## src/rtl/pmon_pkg.sv

```systemverilog
package pmon_pkg;
   localparam int unsigned SEL_W   = 5;
   localparam int unsigned KEN_BIT = 8;
   localparam int unsigned UEN_BIT = 9;
   localparam int unsigned RUN_BIT = 10;

   typedef enum logic [1:0] {
      PM_A_CTRL  = 2'd0,
      PM_A_COUNT = 2'd1,
      PM_A_IRQ   = 2'd2,
      PM_A_NONE  = 2'd3
   } pm_addr_e;

   typedef struct packed {
      logic             run;
      logic             user_en;
      logic             kern_en;
      logic [SEL_W-1:0] sel;
   } pm_ctrl_t;
endpackage

```

## src/rtl/pmon_ctrl_reg.sv

```systemverilog
module pmon_ctrl_reg
   import pmon_pkg::*;
#(
   parameter int unsigned DATA_W = 32
) (
   input  logic              clk,
   input  logic              rst_n,
   input  logic              wr_en,
   input  logic [DATA_W-1:0] wdata,
   output pm_ctrl_t          ctrl_o,
   output logic [DATA_W-1:0] rdata_o
);
   pm_ctrl_t ctrl_q;

   always_ff @(posedge clk or negedge rst_n) begin
      if (!rst_n) begin
         ctrl_q <= '0;
      end else if (wr_en) begin
         ctrl_q.sel     <= wdata[SEL_W-1:0];
         ctrl_q.kern_en <= wdata[KEN_BIT];
         ctrl_q.user_en <= wdata[UEN_BIT];
         ctrl_q.run     <= wdata[RUN_BIT];
      end
   end

   always_comb begin
      rdata_o               = '0;
      rdata_o[SEL_W-1:0]    = ctrl_q.sel;
      rdata_o[KEN_BIT]      = ctrl_q.kern_en;
      rdata_o[UEN_BIT]      = ctrl_q.user_en;
      rdata_o[RUN_BIT]      = ctrl_q.run;
   end

   assign ctrl_o = ctrl_q;
endmodule

```

## src/rtl/pmon_event_sel.sv

```systemverilog
module pmon_event_sel
   import pmon_pkg::*;
#(
   parameter int unsigned NUM_EVT     = 31,
   parameter bit          CYCLE_CODE0 = 1'b1
) (
   input  pm_ctrl_t           ctrl_i,
   input  logic [NUM_EVT-1:0] evt_i,
   input  logic               kernel_i,
   output logic               inc_o
);
   localparam int unsigned NCODE = 2 ** SEL_W;

   logic [NCODE-1:0] code_vec;

   for (genvar c = 0; c < NCODE; c++) begin : g_code
      if (c == 0 && CYCLE_CODE0) begin : g_cyc
         assign code_vec[c] = 1'b1;
      end else if (c < NUM_EVT) begin : g_evt
         assign code_vec[c] = evt_i[c];
      end else begin : g_none
         assign code_vec[c] = 1'b0;
      end
   end

   if (CYCLE_CODE0) begin : g_unused0
      logic unused_bit0;
      assign unused_bit0 = evt_i[0];
   end

   logic mode_ok;
   assign mode_ok = kernel_i ? ctrl_i.kern_en : ctrl_i.user_en;
   assign inc_o   = ctrl_i.run & mode_ok & code_vec[ctrl_i.sel];
endmodule

```

## src/rtl/pmon_count.sv

```systemverilog
module pmon_count #(
   parameter int unsigned CNT_W = 32
) (
   input  logic             clk,
   input  logic             rst_n,
   input  logic             inc_i,
   input  logic             load_i,
   input  logic [CNT_W-1:0] load_val_i,
   input  logic             clr_i,
   output logic [CNT_W-1:0] cnt_o,
   output logic             pend_o
);
   localparam logic [CNT_W-1:0] CNT_MAX = '1;

   logic [CNT_W-1:0] cnt_q;
   logic             pend_q;
   logic             wrap;

   assign wrap = inc_i & ~load_i & (cnt_q == CNT_MAX);

   always_ff @(posedge clk or negedge rst_n) begin
      if (!rst_n) begin
         cnt_q  <= '0;
         pend_q <= 1'b0;
      end else begin
         if (load_i) begin
            cnt_q <= load_val_i;
         end else if (inc_i) begin
            cnt_q <= cnt_q + 1'b1;
         end
         pend_q <= wrap | (pend_q & ~clr_i & ~load_i);
      end
   end

   assign cnt_o  = cnt_q;
   assign pend_o = pend_q;
endmodule

```

## src/rtl/pmon_event_counter.sv

```systemverilog
module pmon_event_counter
   import pmon_pkg::*;
#(
   parameter int unsigned CNT_W       = 32,
   parameter int unsigned DATA_W      = 32,
   parameter int unsigned NUM_EVT     = 31,
   parameter bit          CYCLE_CODE0 = 1'b1
) (
   input  logic               clk,
   input  logic               rst_n,
   input  logic [NUM_EVT-1:0] evt_i,
   input  logic               priv_kernel_i,
   input  logic               reg_wr_i,
   input  logic [1:0]         reg_addr_i,
   input  logic [DATA_W-1:0]  reg_wdata_i,
   output logic [DATA_W-1:0]  reg_rdata_o,
   input  logic               glb_irq_en_i,
   input  logic               irq_mask13_i,
   output logic               irq_pend_o,
   output logic               irq_o
);
   if (CNT_W > DATA_W) begin : g_chk_cnt
      $error("CNT_W must not exceed DATA_W");
   end
   if (NUM_EVT > 2 ** SEL_W || NUM_EVT < 1) begin : g_chk_evt
      $error("NUM_EVT must fit the event code field");
   end
   if (DATA_W <= RUN_BIT) begin : g_chk_data
      $error("DATA_W too narrow for control fields");
   end

   pm_addr_e addr;
   assign addr = pm_addr_e'(reg_addr_i);

   logic wr_ctrl, wr_cnt, clr_req, inc;
   assign wr_ctrl = reg_wr_i & (addr == PM_A_CTRL);
   assign wr_cnt  = reg_wr_i & (addr == PM_A_COUNT);
   assign clr_req = reg_wr_i & (addr == PM_A_IRQ) & reg_wdata_i[0];

   pm_ctrl_t          ctrl;
   logic [DATA_W-1:0] ctrl_rd;
   logic [CNT_W-1:0]  cnt;
   logic              pend;

   pmon_ctrl_reg #(.DATA_W(DATA_W)) u_ctrl (
      .clk     (clk),
      .rst_n   (rst_n),
      .wr_en   (wr_ctrl),
      .wdata   (reg_wdata_i),
      .ctrl_o  (ctrl),
      .rdata_o (ctrl_rd)
   );

   pmon_event_sel #(.NUM_EVT(NUM_EVT), .CYCLE_CODE0(CYCLE_CODE0)) u_sel (
      .ctrl_i   (ctrl),
      .evt_i    (evt_i),
      .kernel_i (priv_kernel_i),
      .inc_o    (inc)
   );

   pmon_count #(.CNT_W(CNT_W)) u_cnt (
      .clk        (clk),
      .rst_n      (rst_n),
      .inc_i      (inc),
      .load_i     (wr_cnt),
      .load_val_i (reg_wdata_i[CNT_W-1:0]),
      .clr_i      (clr_req),
      .cnt_o      (cnt),
      .pend_o     (pend)
   );

   always_comb begin
      reg_rdata_o = '0;
      unique case (addr)
         PM_A_CTRL:  reg_rdata_o = ctrl_rd;
         PM_A_COUNT: reg_rdata_o[CNT_W-1:0] = cnt;
         PM_A_IRQ:   reg_rdata_o[0] = pend;
         default:    reg_rdata_o = '0;
      endcase
   end

   assign irq_pend_o = pend;
   assign irq_o      = pend & glb_irq_en_i & irq_mask13_i;
endmodule

```

## config.mk

```make
export PLATFORM = sky130hd
export DESIGN_NAME = pmon_event_counter
export DESIGN_NICKNAME = d
export VERILOG_FILES = /design/src/rtl/pmon_pkg.sv /design/src/rtl/pmon_ctrl_reg.sv /design/src/rtl/pmon_event_sel.sv /design/src/rtl/pmon_count.sv /design/src/rtl/pmon_event_counter.sv
export SDC_FILE = /design/constraint.sdc
export NUM_CORES = 1
export LEC_CHECK = 0
export BUFFER_PORTS_ARGS = -buffer_cell sky130_fd_sc_hd__buf_2
export CAP_MARGIN = 5
export CORE_ASPECT_RATIO = 1.1
export CORE_UTILIZATION = 56
export CTS_CLUSTER_DIAMETER = 80
export CTS_CLUSTER_SIZE = 30
export DETAILED_ROUTE_END_ITERATION = 10
export PLACE_DENSITY = 0.86
export SLEW_MARGIN = 20
export SYNTH_ARGS = -nofsm -noshare
export SYNTH_HDL_FRONTEND = slang
export SYNTH_HIERARCHICAL = 1
export SYNTH_SLANG_ARGS = --single-unit
export TNS_END_PERCENT = 20
```

## constraint.sdc

```tcl
create_clock -name clk -period 8.4 [get_ports clk]
set_input_delay 0.42 -clock clk [delete_from_list [all_inputs] [get_ports clk]]
set_output_delay 0.42 -clock clk [all_outputs]
set_load 0.01 [all_outputs]
```

==> results.py <==
metrics = {
    "timing": {
        "final-setup-viol-count": 0,
        "period_minus_slack_ps": 3561,
        "skew_ps": 3.488,
        "fmax_ghz": 0.2808,
        "tightestPinTransition_ps": 979.8,
        "slew_viol_final": 0,
        "fin_crit_sh_pct": 42.40,
        "final.setup.tns_ps": 0,
        "max_slew_margin_pct": 34.68,
        "whs_ps": 280.4,
        "rsz0062_at_grt": "false",
        "hold_violations": 0,
    },
    "setup_path": {
        "path_cells": "mux2i_1 > and3_1 > o41ai_1 > nand4b_1 > o21ai_2 > nand3_1 > or4_1 > or4_1 > a31oi_1",
        "cpMostUsedCell": "or4_1",
        "crit_path_max_incr_delay_ps": 750,
        "critical-path-slowest-cell": "or4_1",
        "cp-end-kind": "flip-flop",
        "cp.required_ps": 8620,
        "worstSetupPathType": "reg2reg",
        "start_kind": "flip-flop",
        "critical_path.max_fanout": 20,
        "critPathArrivalTime_ps": 3780,
        "cp_num_buf_inv": 0,
        "crit_family": "simple AND/OR/NAND/NOR gates",
    },
    "floorplanning": {
        "die_height_um": 83.27,
        "initial_core_util_pct": 58.27,
        "dieArea_mm2": 0.006318,
        "die_w_um": 75.88,
        "rows": 29,
        "core_mm2": 0.005769,
        "io_pins": 105,
    },
    "grt": {
        "grt_antenna_before_repair": 0,
        "grt_overflow": 0,
        "grt_pass1_vias": 2795,
        "grt_max_degree": 42,
        "grtUsageTotal_pct": 24.69,
        "grt_first_pass_wirelength_um": 12250,
    },
    "detailed_routing": {
        "final_antenna_net_count": 0,
        "first_iter_violations": 163,
        "vias_per_cell": 5.638,
        "drc": 0,
        "routed_wl_um": 7664,
        "vias": 2977,
        "wl_per_cell_um": 14.52,
        "firstDrtPassIters": 4,
    },
    "cells_and_area": {
        "mostFrequentLayoutCells": "buf_2 (103), nor2_1 (53), dfrtp_1 (41)",
        "synthToLayoutAreaGrowth_pct": 10.98,
        "fillers": 498,
        "num-nets-final": 522,
        "antenna_cells": 0,
        "layout_commonest_cell": "buf_2",
        "drive_gt1_share_pct": 29.71,
    },
    "clock_network": {
        "cts.reportedPaths.clkPinSlew_ps": 80,
        "cts_hold_buf": 0,
        "clkLatencyLatePin_ps": 290,
        "cts.path.max_buffers": 2,
        "cts_buffers": 5,
        "htree_levels": 2,
        "root_buffer": "clkbuf_8",
        "post_cts_buffers": 0,
        "cts_resized": 0,
        "cts_tree": "yes",
        "clock-sinks": 41,
    },
    "yosys": {
        "yosysWarnings": 6,
        "synth_edf_count": 0,
        "synthCells": 375,
        "yosysSeqAreaShare_pct": 30.52,
        "avgSynthCellArea_um2": 8.965,
        "async_flop_share_pct": 100.0,
        "syn_area_mm2": 0.003362,
        "yosys_most_used_dff": "dfrtp_1",
        "ys_ff_latch": 41,
        "yosysUniqueCellTypes": 49,
    },
    "power": {
        "vdd_drop_max_uv": 110.8,
        "p_per_area_mw_per_mm2": 168.3,
        "power.static_leakage_nw": 1.737,
        "p_total_w": 0.0006279,
    },
    "outcome": {
        "status": "completed",
    },
    "worst_hold_path": {
        "hp-class": "in2async",
    },
    "place": {
        "dp_hpwl_um": 5384,
        "io_buffer_count": 103,
        "gp_congestion": 0.8014,
    },
    "job": {
        "max-cap-violations": 0,
    },
}
==> cell usage after synthesis (2+ instances only) <==
| master | count | share of area, % |
|---|---|---|
| clkbuf_1 | 13 | 1.5 |
| mux4_1 | 2 | 1.6 |
| mux4_2 | 2 | 1.3 |
| dfrtp_1 | 41 | 31 |
| inv_1 | 6 | 0.67 |
| nand3_1 | 12 | 1.8 |
| nor2b_1 | 3 | 0.56 |
| a31oi_1 | 17 | 3.2 |
| xor2_1 | 2 | 0.52 |
| or3_1 | 7 | 1.3 |
| mux2i_1 | 36 | 11 |
| or4_1 | 15 | 3.3 |
| nand4_1 | 3 | 0.56 |
| nand4_2 | 2 | 0.74 |
| o31ai_1 | 12 | 2.7 |
| nor3_1 | 3 | 0.45 |
| mux2_4 | 8 | 3.6 |
| o21ai_0 | 19 | 2.8 |
| xnor2_1 | 11 | 2.9 |
| nor3b_1 | 3 | 0.67 |
| buf_6 | 3 | 1.0 |
| nor4_1 | 5 | 0.93 |
| buf_2 | 6 | 0.89 |
| nor2_1 | 53 | 5.9 |
| mux2_2 | 5 | 1.7 |
| nand2_1 | 25 | 2.8 |
| buf_12 | 3 | 1.8 |
| buf_4 | 33 | 7.4 |
| and3_1 | 5 | 0.93 |
==> logic make-up (layout without fill, tap and decap cells) <==
group / Yosys count / in the layout / synth area share (%)
other: 1 / 24 / 0.1115
muxes: 53 / 53 / 18.87
xor gates and xnor gates: 13 / 13 / 3.387
buffers and inverters: 65 / 118 / 13.29
AOI/OAI and AO/OA: 59 / 59 / 11.65
DFF: 41 / 41 / 30.52
and+or+nand+nor: 142 / 142 / 21.81
adders and majority gates: 1 / 1 / 0.3721
==> power breakdown <==
part           total, W  leakage, nW  switching (W)  internal, W
Clock          0.000128       0.0439      0.0000710    0.0000574
Sequential     0.000302        0.481      0.0000664     0.000236
Combinational  0.000197         1.21      0.0000946     0.000103
Total          0.000628         1.74       0.000232     0.000396
==> layer usage <==
metal	routed length [um]	share of wire (%)	track usage, %	vias up
met1	3309	43	29.32	1421
li1	-	-	-	1445
met2	3885	51	44.49	100
met3	384	5.0	4.369	11
met5	0	0	0	-
met4	85	1.1	5.892	0
==> flip-flops by register name, indices dropped and copies added (netlist names) <==
signal	cells
u_cnt/cnt_o	32
u_ctrl/ctrl_o	8
u_cnt/pend_o	1
==> metrics by stage <==
stage	instance area, um^2	setup slack, ps	instances	util, %
5_1_grt	3731	4585	528	64.67
4_1_cts	3731	4839	528	64.67
3_3_place_gp	3645	4952	520	63.18
6_report	3731	4839	528	64.67
3_5_place_dp	3645	4880	520	63.18
2_1_floorplan	3448	5412	398	-
==> worst register-to-register path, delay by kind of cell, from the launching register on <==
| family | cells | cell delay (ps) |
|---|---|---|
| DFF | 1 | 570 |
| AOI/OAI and AO/OA | 3 | 880 |
| and+or+nand+nor | 5 | 1930 |
| muxes | 1 | 120 |
==> worst paths after layout <==
check / startpoint / to / slack (ps) / cells after the start
max: u_ctrl/ctrl_o[2] / u_cnt/cnt_o[27] / 4840 / 9
min: rst_n / u_ctrl/ctrl_o[6] / 280 / 1
max reg2reg: u_ctrl/ctrl_o[2] / u_cnt/cnt_o[27] / 4840 / 9
min reg2reg: u_ctrl/ctrl_o[6] / u_ctrl/ctrl_o[6] / 550 / 1
max in group asynchronous: rst_n / u_cnt/cnt_o[27] / 7530 / 1
min in group clk: reg_wdata_i[5] / u_cnt/cnt_o[5] / 340 / 3
==> final cells by class <==
cell class	instances	area [um^2]	share of cell area [%]
clock buffers	5	68.82	1.844
clock inverters	3	17.52	0.4695
inverters	7	26.28	0.7042
multi-input cells	292	1981	53.09
flip-flops and latches	41	1026	27.50
well taps	77	96.34	2.582
repair buffers	103	515.5	13.82
No activity file was read; power rests on OpenSTA's default activity.
